[config.mk]
export PLATFORM = sky130hd
export DESIGN_NAME = nextpc_fetch_unit
export DESIGN_NICKNAME = d
export VERILOG_FILES = /design/src/rtl/pcu_pkg.sv /design/src/rtl/pcu_seq_adder.sv /design/src/rtl/pcu_branch_target.sv /design/src/rtl/pcu_jump_target.sv /design/src/rtl/pcu_next_sel.sv /design/src/rtl/nextpc_fetch_unit.sv
export SDC_FILE = /design/constraint.sdc
export NUM_CORES = 1
export LEC_CHECK = 0
export BUFFER_PORTS_ARGS = -buffer_cell sky130_fd_sc_hd__buf_2
export CAP_MARGIN = 20
export CORE_UTILIZATION = 55
export CTS_CLUSTER_DIAMETER = 100
export DETAILED_ROUTE_END_ITERATION = 16
export PLACE_DENSITY_LB_ADDON = 0.1
export SETUP_SLACK_MARGIN = 0.02
export SKIP_LAST_GASP = 1
export SLEW_MARGIN = 20
export SYNTH_ARGS = -nofsm -noshare
export SYNTH_HDL_FRONTEND = slang
export SYNTH_SLANG_ARGS = --single-unit
[constraint.sdc]
create_clock -name clk -period 9.1 [get_ports clk]
set_clock_uncertainty 0.05 [all_clocks]
set_input_delay 0 -clock clk [delete_from_list [all_inputs] [get_ports clk]]
set_output_delay 0 -clock clk [all_outputs]
set_load 0.05 [all_outputs]
[src/rtl/pcu_pkg.sv]
// Package pcu_pkg
// Shared defaults and the encoding of the next-counter source for the
// next-PC fetch unit. Assumes byte addressing with 4-byte instructions.
package pcu_pkg;

    parameter int unsigned PCU_ADDR_W = 32;
    parameter int unsigned PCU_IMM_W  = 16;
    parameter int unsigned PCU_TGT_W  = 26;

    // Which path supplies the next counter value.
    typedef enum logic [1:0] {
        SRC_SEQ    = 2'd0,
        SRC_BRANCH = 2'd1,
        SRC_JUMP   = 2'd2
    } next_src_e;

endpackage

[src/rtl/pcu_seq_adder.sv]
// Module pcu_seq_adder
// Adds one instruction word (4 bytes) to the current counter. The carry out
// of the top bit is dropped, so the address space wraps.
module pcu_seq_adder #(
    parameter int unsigned ADDR_W = pcu_pkg::PCU_ADDR_W
) (
    input  logic [ADDR_W-1:0] pc_cur,
    output logic [ADDR_W-1:0] pc_seq
);

    localparam logic [ADDR_W-1:0] WORD_BYTES = ADDR_W'(4);

    // Sequential address of the following instruction.
    always_comb begin
        pc_seq = pc_cur + WORD_BYTES;
    end

endmodule

[src/rtl/pcu_branch_target.sv]
// Module pcu_branch_target
// Forms the taken-branch address from the already advanced counter: the
// signed word offset is sign-extended and scaled to bytes, then added.
// Assumes ADDR_W > IMM_W + 2.
module pcu_branch_target #(
    parameter int unsigned ADDR_W = pcu_pkg::PCU_ADDR_W,
    parameter int unsigned IMM_W  = pcu_pkg::PCU_IMM_W
) (
    input  logic [ADDR_W-1:0] pc_seq,
    input  logic [IMM_W-1:0]  imm_off,
    output logic [ADDR_W-1:0] pc_branch
);

    localparam int unsigned EXT_W = ADDR_W - IMM_W - 2;

    logic [ADDR_W-1:0] off_bytes;

    // Sign-extend the word offset and convert it to a byte offset.
    always_comb begin
        off_bytes = {{EXT_W{imm_off[IMM_W-1]}}, imm_off, 2'b00};
    end

    // Offset is relative to the following instruction.
    always_comb begin
        pc_branch = pc_seq + off_bytes;
    end

endmodule

[src/rtl/pcu_jump_target.sv]
// Module pcu_jump_target
// Builds a region-relative jump address: the kept upper counter bits, the
// word target field, and two zero bits. Assumes ADDR_W = REGION_W + TGT_W + 2.
module pcu_jump_target #(
    parameter int unsigned ADDR_W   = pcu_pkg::PCU_ADDR_W,
    parameter int unsigned TGT_W    = pcu_pkg::PCU_TGT_W,
    parameter int unsigned REGION_W = ADDR_W - TGT_W - 2
) (
    input  logic [REGION_W-1:0] pc_region,
    input  logic [TGT_W-1:0]    jmp_tgt,
    output logic [ADDR_W-1:0]   pc_jump
);

    // Concatenate region, target and byte offset zero.
    always_comb begin
        pc_jump = {pc_region, jmp_tgt, 2'b00};
    end

endmodule

[src/rtl/pcu_next_sel.sv]
// Module pcu_next_sel
// Decides which path drives the next counter value and muxes it. A branch is
// taken only when the branch flag and the zero flag are both set; a jump
// overrides any branch.
module pcu_next_sel #(
    parameter int unsigned ADDR_W = pcu_pkg::PCU_ADDR_W
) (
    input  logic              is_branch,
    input  logic              is_jump,
    input  logic              alu_zero,
    input  logic [ADDR_W-1:0] pc_seq,
    input  logic [ADDR_W-1:0] pc_branch,
    input  logic [ADDR_W-1:0] pc_jump,
    output logic [ADDR_W-1:0] pc_next
);

    import pcu_pkg::*;

    next_src_e src;

    // Pick the source: jump first, then a taken branch, else sequential.
    always_comb begin
        if (is_jump) begin
            src = SRC_JUMP;
        end else if (is_branch && alu_zero) begin
            src = SRC_BRANCH;
        end else begin
            src = SRC_SEQ;
        end
    end

    // Route the selected candidate address.
    always_comb begin
        unique case (src)
            SRC_JUMP:   pc_next = pc_jump;
            SRC_BRANCH: pc_next = pc_branch;
            default:    pc_next = pc_seq;
        endcase
    end

endmodule

[src/rtl/nextpc_fetch_unit.sv]
// Module nextpc_fetch_unit
// Holds the program counter and loads the next value on each rising edge.
// Assumes the zero flag and the instruction fields are valid for the whole
// cycle. Reset is synchronous and active low and clears the counter.
module nextpc_fetch_unit #(
    parameter int unsigned ADDR_W = pcu_pkg::PCU_ADDR_W,
    parameter int unsigned IMM_W  = pcu_pkg::PCU_IMM_W,
    parameter int unsigned TGT_W  = pcu_pkg::PCU_TGT_W
) (
    input  logic              clk,
    input  logic              rst_n,
    input  logic              is_branch,
    input  logic              is_jump,
    input  logic              alu_zero,
    input  logic [IMM_W-1:0]  imm_off,
    input  logic [TGT_W-1:0]  jmp_tgt,
    output logic [ADDR_W-1:0] pc_addr
);

    localparam int unsigned REGION_W = ADDR_W - TGT_W - 2;

    logic [ADDR_W-1:0] pc_q;
    logic [ADDR_W-1:0] pc_seq;
    logic [ADDR_W-1:0] pc_branch;
    logic [ADDR_W-1:0] pc_jump;
    logic [ADDR_W-1:0] pc_next;

    pcu_seq_adder #(
        .ADDR_W (ADDR_W)
    ) u_seq (
        .pc_cur (pc_q),
        .pc_seq (pc_seq)
    );

    pcu_branch_target #(
        .ADDR_W (ADDR_W),
        .IMM_W  (IMM_W)
    ) u_br (
        .pc_seq    (pc_seq),
        .imm_off   (imm_off),
        .pc_branch (pc_branch)
    );

    pcu_jump_target #(
        .ADDR_W   (ADDR_W),
        .TGT_W    (TGT_W),
        .REGION_W (REGION_W)
    ) u_jmp (
        .pc_region (pc_q[ADDR_W-1 -: REGION_W]),
        .jmp_tgt   (jmp_tgt),
        .pc_jump   (pc_jump)
    );

    pcu_next_sel #(
        .ADDR_W (ADDR_W)
    ) u_sel (
        .is_branch (is_branch),
        .is_jump   (is_jump),
        .alu_zero  (alu_zero),
        .pc_seq    (pc_seq),
        .pc_branch (pc_branch),
        .pc_jump   (pc_jump),
        .pc_next   (pc_next)
    );

    // Program counter register: clear on reset, else take the next value.
    always_ff @(posedge clk) begin
        if (!rst_n) begin
            pc_q <= '0;
        end else begin
            pc_q <= pc_next;
        end
    end

    assign pc_addr = pc_q;

endmodule

* Word level (Yosys, flattened, before mapping)
Cells that the tools add are included.
** Storage, ports and cells
- Logic and storage cells :: 10
- Register bits :: 32
** Cells by class
- Multiplexer cells :: 3
- Equality and inequality tests :: 2
- $add $sub $neg :: 2
- Reduce and logical (&&, ||, !) cells :: 1
** Operators by type and width (number)
- case mux 32 bit (2 select lines) :: 1
- adder 32 x 3 -> 32 bit (second input constant) :: 1
- adder 32 bit :: 1
- == test 2 x 1 -> 1 bit (second input constant) :: 1
- == test 2 bit (second input constant) :: 1
- two-way mux 2 bit :: 1
- logical AND 1 bit :: 1
- two-way mux 1 bit :: 1

* Longest topological paths before layout
Gate-level depths: netlist (run 1).
- Depth after elaboration :: 5
- Gate-level depth with buffers :: 17
- Mapped depth without buffers :: 16

* By module
Synthesis (run 1) repeated with hierarchy kept, for this count alone.
** Unflattened totals
- Cell total of the unflattened synthesis :: 559
- Area total of the unflattened synthesis :: 4540.6 um2
** By module, submodules not included
- pcu_branch_target :: instances 1, cells an instance 226, sequential area each 0.0 um2, area each 1660.3 um2
- pcu_next_sel :: instances 1, cells an instance 150, sequential area each 0.0 um2, area each 1159.9 um2
- nextpc_fetch_unit :: instances 1, cells an instance 67, sequential area each 640.6 um2, area each 895.9 um2
- pcu_seq_adder :: instances 1, cells an instance 83, sequential area each 0.0 um2, area each 580.6 um2
- pcu_jump_target :: instances 1, cells an instance 33, sequential area each 0.0 um2, area each 244.0 um2

* Worst setup path after synthesis (run 1)
OpenSTA, ideal clock, no wires.
- Kind :: register to register
- Start point :: register pc_q[2], in the netlist pc_addr[2]
- End point :: register pc_q[31], in the netlist pc_addr[31]
- Setup time :: 74 ps
- Required time :: 8976 ps
- Period minus slack after synthesis :: 4375 ps
- Path slack :: 4725 ps
- Cell stages (with the launch flop) :: 17
- Arrival time :: 4251 ps
- Cell sequence :: dfxtp_1 -> ha_1 -> and3_1 -> and2_1 -> and3_1 -> nand2_1 -> xnor2_1 -> ha_1 -> a21o_1 -> a221o_1 -> a21o_1 -> a221o_1 -> a21o_1 -> a211oi_2 -> o221ai_2 -> a2111o_1 -> a31oi_1
** Between the ends
- Longest elaborated chain between the ends :: 3
** RTL lines
- start, declared :: line nextpc_fetch_unit.sv:22 : logic [ADDR_W-1:0] pc_q;
- start signal, assigned :: line nextpc_fetch_unit.sv:71 : pc_q <= pc_next;
- adder 32 x 3 -> 32 bit * :: line pcu_seq_adder.sv:15 : pc_seq = pc_cur + WORD_BYTES;
- adder 32 bit :: line pcu_branch_target.sv:25 : pc_branch = pc_seq + off_bytes;
- case mux 32 bit (2 select lines) * :: line pcu_next_sel.sv:34 : unique case (src)
Every way passes the cells marked *; elsewhere a longest branch is shown, timed or not.
A chain may end at the register's enable or synchronous reset.

* Final worst setup path (run 1)
Ends and elaborated chain as after synthesis.

==> results_dict.tcl, run 1 <==
set metrics [dict create \
    status "finished clean" \
    post-route-drc-count 0 \
    synthesis.area_um2 3406 \
    max_stage_delay_ns 0.43 \
    placement.setup.worst_slack_ns 4.725 \
    largest_reg_flops 30 \
    cts.sink_count 30 \
    crit_path_top_delay_cell "sky130_fd_sc_hd__a2111o_1" \
    hold_ws_ns 0.1346 \
    gr-usage-all-layers_pct 32.93 \
    die_area_um2 6511 \
    number_of_buffers_inserted_during_clock_tree_synthesis 5 \
    yosys.area_share.adder_pct 11.98 \
    wirelength_um 10160 \
    ys_dominant_reg_cell "sky130_fd_sc_hd__dfxtp_1" \
    clk_transition_reported_paths_ns 0.08 \
    yosys.cell_count.top_type "sky130_fd_sc_hd__nand2_1" \
    post-route-util_pct 70.10 \
    synth_top_family_by_area "compound AO/OA/AOI/OAI gates" \
    cellLeakagePower_nw 2.021 \
    grt_start_max_net_pins 32 \
    dp_hpwl_um 7480 \
    grt_pass1_wl_um 16550 \
    grt_pass1_vias 3518 \
    antenna_found_initial 0 \
    tightest_slew_ns 0.9545 \
    postSynthRegisterBits 30 \
    path_class "flop to flop" \
    critical_path_peak_fanout 5 \
    path_cells "ha_1 > and3_1 > and2_1 > and3_1 > nand2_1 > xnor2_1 > ha_1 > a21o_1 > a221o_1 > a21o_1 > a221o_1 > a21o_1 > a211oi_2 > o221ai_2 > a2111o_1 > a31oi_1" \
    finalNetCount 634 \
    yosys-mux-area-fraction_pct 0.2939 \
    yosys.area_share.simple_pct 23.70 \
    yosys.cell_types.count 60 \
    timing.critical_path.mode_cell "sky130_fd_sc_hd__a21o_1" \
    buffer_ports.inserted 76 \
    min_period_ns 4.507 \
    boundaryPins 79 \
    clkLatencyLatePin_ns 0.30 \
    worst-r2r-cell-count 16 \
    startpoint_of_the_worst_register_to_register_path "pc_addr[2]$_SDFF_PN0_" \
    detailroute.via_count 3837 \
    worst_slack_ns 4.593 \
    hold_violations 0 \
    antennaDiodeCount 0 \
    hp-class "primary input to flop" \
    max-vdd-ir-drop_uv 90.23 \
    timing.setup.tns_ns 0 \
    finalCritPeriodShare_pct 49.52 \
    crit_buf_inv 0 \
    cts_max_level 2 \
    std_cell_rows 28 \
    number_of_drc_violations_after_detailed_routing_iteration_0 292 \
    post-synth-top-area-fraction_pct 17.63 \
    async_flop_share_pct 0 \
    routabilityCongestion 0.9726 \
    critPathRequiredTime_ns 9.27 \
    hold_path.startpoint "rst_n" \
    start_kind "flop" \
    drt-wirelength-per-cell_um 16.10 \
    post_drt_via_cell_ratio 6.081 \
    worst-r2r-setup-slack_ns 4.59 \
    ant_nets 0 \
    synth.cells.most_frequent "sky130_fd_sc_hd__nand2_1, sky130_fd_sc_hd__a21oi_1, sky130_fd_sc_hd__nor2_1, sky130_fd_sc_hd__ha_1, sky130_fd_sc_hd__dfxtp_1" \
    drt_pre_antenna_iters 5 \
    synthXorXnorAreaFrac_pct 12.56 \
    worst_hold_path.endpoint "pc_addr[27]$_SDFF_PN0_" \
    max_cap_violations 0 \
    cpLargestDelayFamily "compound AO/OA/AOI/OAI gates" \
    netlist.top_cell.by_area "sky130_fd_sc_hd__dfxtp_1" \
    cts_root_buf "sky130_fd_sc_hd__clkbuf_8" \
    tritoncts "yes" \
    layout.filler_cells 517 \
    synth.area.top_cells "sky130_fd_sc_hd__dfxtp_1, sky130_fd_sc_hd__ha_1, sky130_fd_sc_hd__xnor2_1, sky130_fd_sc_hd__a21oi_1, sky130_fd_sc_hd__nand2_1" \
    cts.repair.resized 0 \
    fp.dieH_um 80.69 \
    starting_density_of_the_core_pct 57.18 \
    fp.dieW_um 80.69 \
    setup_repair_after_global_routing_missed_its_margin "false" \
    mean_cell_area_of_the_mapped_netlist_um2 7.372 \
    slew_viol_final 0 \
    max_freq_ghz 0.2219 \
    synth_compound_gate_area_share_pct 29.32 \
    worst_slew_margin_rel_pct 36.30 \
    final-setup-viol-count 0 \
    clk_buf_depth 2 \
    rr_endpoint "pc_addr[31]$_SDFFE_PN0P_" \
    drive_gt1_share_pct 17.09 \
    worst_hold_path.num_cells 3 \
    congestion_overflow_gr 0 \
    synth_enable_flop_cells 0 \
    power_w 0.0005420 \
    design.core.area_um2 5956 \
    pwr_density_cell_nw_per_um2 129.8 \
    crit_path_end_kind "flop" \
    syn2layout_area_growth_pct 22.59 \
    yosysWarningCount 0 \
    synth_cells 462 \
    seq_area_frac_synth_pct 17.63 \
    arrival_ns 4.67 \
]
==> timing repair <==
action	in CTS	in global routing
setup buffers	0	0
setup endpoints to repair	0	0
endpoints found under the hold margin	26	0
hold buffers	26	0
==> metal layers <==
metal | vias to the layer above | share of wire, % | GRT usage (%)
met3 | 24 | 9.9 | 6.477
met4 | 0 | 1.7 | 10.00
met1 | 1729 | 44 | 42.29
met2 | 207 | 45 | 54.92
met5 | - | 0 | 0
li1 | 1877 | - | -
==> power breakdown <==
part | leakage, nW | internal [W] | switching (W) | total (W)
Sequential | 0.249 | 0.000142 | 0.0000139 | 0.000156
Clock | 0.0504 | 0.0000814 | 0.0000603 | 0.000142
Combinational | 1.72 | 0.0000942 | 0.000150 | 0.000244
==> worst reg2reg max path, cell delays in order (launching register included) <==
cell and delay (ns):
sky130_fd_sc_hd__dfxtp_1 0.42, sky130_fd_sc_hd__ha_1 0.24, sky130_fd_sc_hd__and3_1 0.22, sky130_fd_sc_hd__and2_1 0.20
sky130_fd_sc_hd__and3_1 0.31, sky130_fd_sc_hd__nand2_1 0.11, sky130_fd_sc_hd__xnor2_1 0.21, sky130_fd_sc_hd__ha_1 0.32
sky130_fd_sc_hd__a21o_1 0.21, sky130_fd_sc_hd__a221o_1 0.35, sky130_fd_sc_hd__a21o_1 0.19, sky130_fd_sc_hd__a221o_1 0.34
sky130_fd_sc_hd__a21o_1 0.19, sky130_fd_sc_hd__a211oi_2 0.29, sky130_fd_sc_hd__o221ai_2 0.16, sky130_fd_sc_hd__a2111o_1 0.43
sky130_fd_sc_hd__a31oi_1 0.18
==> through the flow <==
stage                     instances  area [µm²]
after global routing            631        4175
final                           631        4175
after CTS                       631        4175
after global placement          597        3801
after floorplan                 463        3410
after detailed placement        597        3801
==> worst max-delay path by stage <==
stage / start / to / slack [ns] / cells after the start
after floorplan: pc_addr[2]$_SDFF_PN0_ / pc_addr[31]$_SDFFE_PN0P_ / 4.73 / 16
after global placement: pc_addr[2]$_SDFF_PN0_ / pc_addr[31]$_SDFFE_PN0P_ / 4.93 / 16
after detailed placement: pc_addr[2]$_SDFF_PN0_ / pc_addr[31]$_SDFFE_PN0P_ / 4.72 / 16
after CTS: pc_addr[2]$_SDFF_PN0_ / pc_addr[31]$_SDFFE_PN0P_ / 4.67 / 16
after global routing: pc_addr[2]$_SDFF_PN0_ / pc_addr[31]$_SDFFE_PN0P_ / 4.47 / 16
final: pc_addr[2]$_SDFF_PN0_ / pc_addr[31]$_SDFFE_PN0P_ / 4.59 / 16
==> cell type report <==
class | count | area, µm² | share of cell area [%]
clock buffer | 5 | 68.82 | 1.648
clock inverter | 3 | 45.04 | 1.079
multi-input combinational | 400 | 2659 | 63.68
tap | 75 | 93.84 | 2.248
sequential | 30 | 600.6 | 14.38
timing repair buffer | 104 | 655.6 | 15.70
inverter | 14 | 52.55 | 1.259
==> kinds of logic (layout without fill, tap and decap cells) <==
kind of cell	Yosys count	after routing
AND/OR/NAND/NOR	168	168
AO/OA/AOI/OAI	149	149
XOR/XNOR	48	48
buffers and inverters	33	126
adder cells (fa/ha/maj)	32	32
flip-flops	30	30
other	1	2
multiplexers	1	1
==> cells in the final DEF, fill, tap and decap left out, types with 3 or more instances in the layout <==
master / instances
sky130_fd_sc_hd__xor2_1: 19
sky130_fd_sc_hd__o211ai_1: 7
sky130_fd_sc_hd__nand4_1: 7
sky130_fd_sc_hd__a21oi_1: 44
sky130_fd_sc_hd__a31oi_1: 6
sky130_fd_sc_hd__and2_1: 9
sky130_fd_sc_hd__clkbuf_8: 5
sky130_fd_sc_hd__and3_2: 3
sky130_fd_sc_hd__o21ai_0: 22
sky130_fd_sc_hd__nand3_1: 20
sky130_fd_sc_hd__nor2b_1: 4
sky130_fd_sc_hd__nor3_1: 6
sky130_fd_sc_hd__xnor2_1: 28
sky130_fd_sc_hd__o211a_1: 3
sky130_fd_sc_hd__a21o_1: 24
sky130_fd_sc_hd__and3_1: 11
sky130_fd_sc_hd__nand2b_1: 4
sky130_fd_sc_hd__ha_1: 31
sky130_fd_sc_hd__o21a_1: 3
sky130_fd_sc_hd__dfxtp_1: 30
sky130_fd_sc_hd__nand2_1: 56
sky130_fd_sc_hd__buf_2: 76
sky130_fd_sc_hd__a211oi_1: 8
sky130_fd_sc_hd__nor2_1: 38
sky130_fd_sc_hd__a2111oi_0: 3
sky130_fd_sc_hd__a311oi_1: 3
sky130_fd_sc_hd__inv_1: 14
sky130_fd_sc_hd__dlygate4sd3_1: 26
sky130_fd_sc_hd__a21boi_0: 3
(Power assumes the default switching activity.)
==> inputs of run 2 (changes only) <==
clock period = 4.5 ns   (was 9.1 ns; I/O delays follow)
==> results_dict.tcl, run 2 (synthesis results as in run 1) <==
set metrics [dict create \
    finalCritPeriodShare_pct 96.12 \
    groute.layer.met1.usage_pct 42.85 \
    congestion_overflow_gr 0 \
    post_drt_via_cell_ratio 6.079 \
    finalNetCount 635 \
    grt_busiest_layer "met2" \
    number_of_buffers_inserted_during_clock_tree_synthesis 5 \
    post-route-util_pct 70.13 \
    drive_gt1_share_pct 18.31 \
    syn2layout_area_growth_pct 22.63 \
    final_common_cell "sky130_fd_sc_hd__buf_2" \
    wirelength_um 10420 \
    clk_buf_depth 2 \
    drt-wirelength-per-cell_um 16.49 \
    cts.sink_count 30 \
    tritoncts "yes" \
    min_period_ns 4.325 \
    cts_root_buf "sky130_fd_sc_hd__clkbuf_8" \
    std_cell_rows 28 \
    hold_violations 0 \
    cellLeakagePower_nw 2.029 \
    path_class "flop to flop" \
    largest_reg_flops 30 \
    grt_util_met2_pct 55.85 \
    antennaDiodeCount 0 \
    dp_hpwl_um 7610 \
    critical_path_peak_fanout 5 \
    start_kind "flop" \
    max_cap_violations 0 \
    layout.area.seq_um2 604.3 \
    status "finished clean" \
    boundaryPins 79 \
    arrival_ns 4.48 \
    hp-class "primary input to flop" \
    grt_pass1_wl_um 16680 \
    post-route-drc-count 0 \
    layout.filler_cells 520 \
    fp.dieW_um 80.69 \
    multiInputGateArea_um2 2674 \
    grt_pass1_vias 3527 \
    power_w 0.001050 \
    drt_pre_antenna_iters 5 \
    layout.cells.most_common_list "sky130_fd_sc_hd__buf_2, sky130_fd_sc_hd__nand2_1, sky130_fd_sc_hd__a21oi_1, sky130_fd_sc_hd__nor2_1, sky130_fd_sc_hd__ha_1" \
    gr-usage-all-layers_pct 33.15 \
    die_area_um2 6511 \
    tightest_slew_ns 0.9214 \
    number_of_drc_violations_after_detailed_routing_iteration_0 234 \
    detailroute.via_count 3842 \
    design.core.area_um2 5956 \
    crit_path_end_kind "flop" \
    cts_max_level 2 \
    met3_usage_pct 5.000 \
    buffer_ports.inserted 76 \
    ant_nets 0 \
    pwr_density_cell_nw_per_um2 251.5 \
    fp.dieH_um 80.69 \
    timing.setup.tns_ns 0 \
    critPathRequiredTime_ns 4.65 \
    clkLatencyLatePin_ns 0.28 \
    antenna_found_initial 0 \
    grt_start_max_net_pins 32 \
    slew_viol_final 0 \
    routabilityCongestion 0.9710 \
    clk_transition_reported_paths_ns 0.07 \
    final_cell_count_no_fill 632 \
    worst_slew_margin_rel_pct 38.50 \
    dp_cells 598 \
    starting_density_of_the_core_pct 57.18 \
    max-vdd-ir-drop_uv 173.4 \
    max_freq_ghz 0.2312 \
    final-setup-viol-count 0 \
]
==> run 2: changes by cell type in the layout (fill, tap and decap cells not counted), sizes merged <==
cell         delta
clkinvlp        -2
bufinv          -1
dlygate4sd3     -1
clkinv          +1
clkbuf          +2
buf             +2
==> run 2: through the flow <==
stage                     hold WS, ns  worst slack [ns]  cell area (µm²)
after global routing          0.02766          -0.01615             4177
after floorplan               0.08785            0.1251             3410
after detailed placement       0.1870            0.1616             3809
final                         0.02554            0.1748             4177
after global placement         0.1722            0.3338             3809
after CTS                     0.02110            0.1285             4150
==> run 2: worst paths after layout <==
check | from | end | slack [ns] | cells after the start
worst max-delay path | pc_addr[2]$_SDFF_PN0_ | pc_addr[31]$_SDFFE_PN0P_ | 0.17 | 16
worst min register to register | pc_addr[28]$_SDFFE_PN0P_ | pc_addr[28]$_SDFFE_PN0P_ | 0.50 | 2
worst min-delay path | jmp_tgt[19] | pc_addr[21]$_SDFF_PN0_ | 0.03 | 3
worst max register to register | pc_addr[2]$_SDFF_PN0_ | pc_addr[31]$_SDFFE_PN0P_ | 0.17 | 16
==> run 2: critical path: stages, from the launching register on <==
cell,delay [ns]
sky130_fd_sc_hd__dfxtp_2,0.37
sky130_fd_sc_hd__ha_2,0.22
sky130_fd_sc_hd__and3_1,0.21
sky130_fd_sc_hd__and2_1,0.23
sky130_fd_sc_hd__and3_4,0.25
sky130_fd_sc_hd__nand2_1,0.11
sky130_fd_sc_hd__xnor2_2,0.18
sky130_fd_sc_hd__ha_1,0.35
sky130_fd_sc_hd__a21o_1,0.21
sky130_fd_sc_hd__a221o_1,0.34
sky130_fd_sc_hd__a21o_1,0.19
sky130_fd_sc_hd__a221o_1,0.33
sky130_fd_sc_hd__a21o_1,0.18
sky130_fd_sc_hd__a211oi_2,0.27
sky130_fd_sc_hd__o221ai_2,0.14
sky130_fd_sc_hd__a2111o_1,0.43
sky130_fd_sc_hd__a31oi_1,0.17
==> run 2: layer usage <==
metal  wire, µm  vias up
met1       4636     1744
met3        733       22
li1           -     1880
met4        211        0
met5          0        -
met2       4837      196
==> run 2: layout make-up <==
type | count | share of cell area (%)
multi-input cells | 400 | 64.02
repair buffers | 105 | 15.82
flip-flops and latches | 30 | 14.47
well taps | 75 | 2.247
clock buffers | 7 | 2.067
inverters | 14 | 1.258
clock inverters | 1 | 0.1198
==> run 2: report_power, final <==
part	switching (W)	internal, W
clock network	0.000113	0.000124
logic	0.000306	0.000192
registers	0.0000282	0.000288
total	0.000447	0.000604
==> run 2: repair_timing <==
action	CTS	global route
endpoints found under the setup margin	0	1
hold buffers	25	0
setup buffers	0	1
gates resized for setup	0	7
hold endpoints to repair	25	0
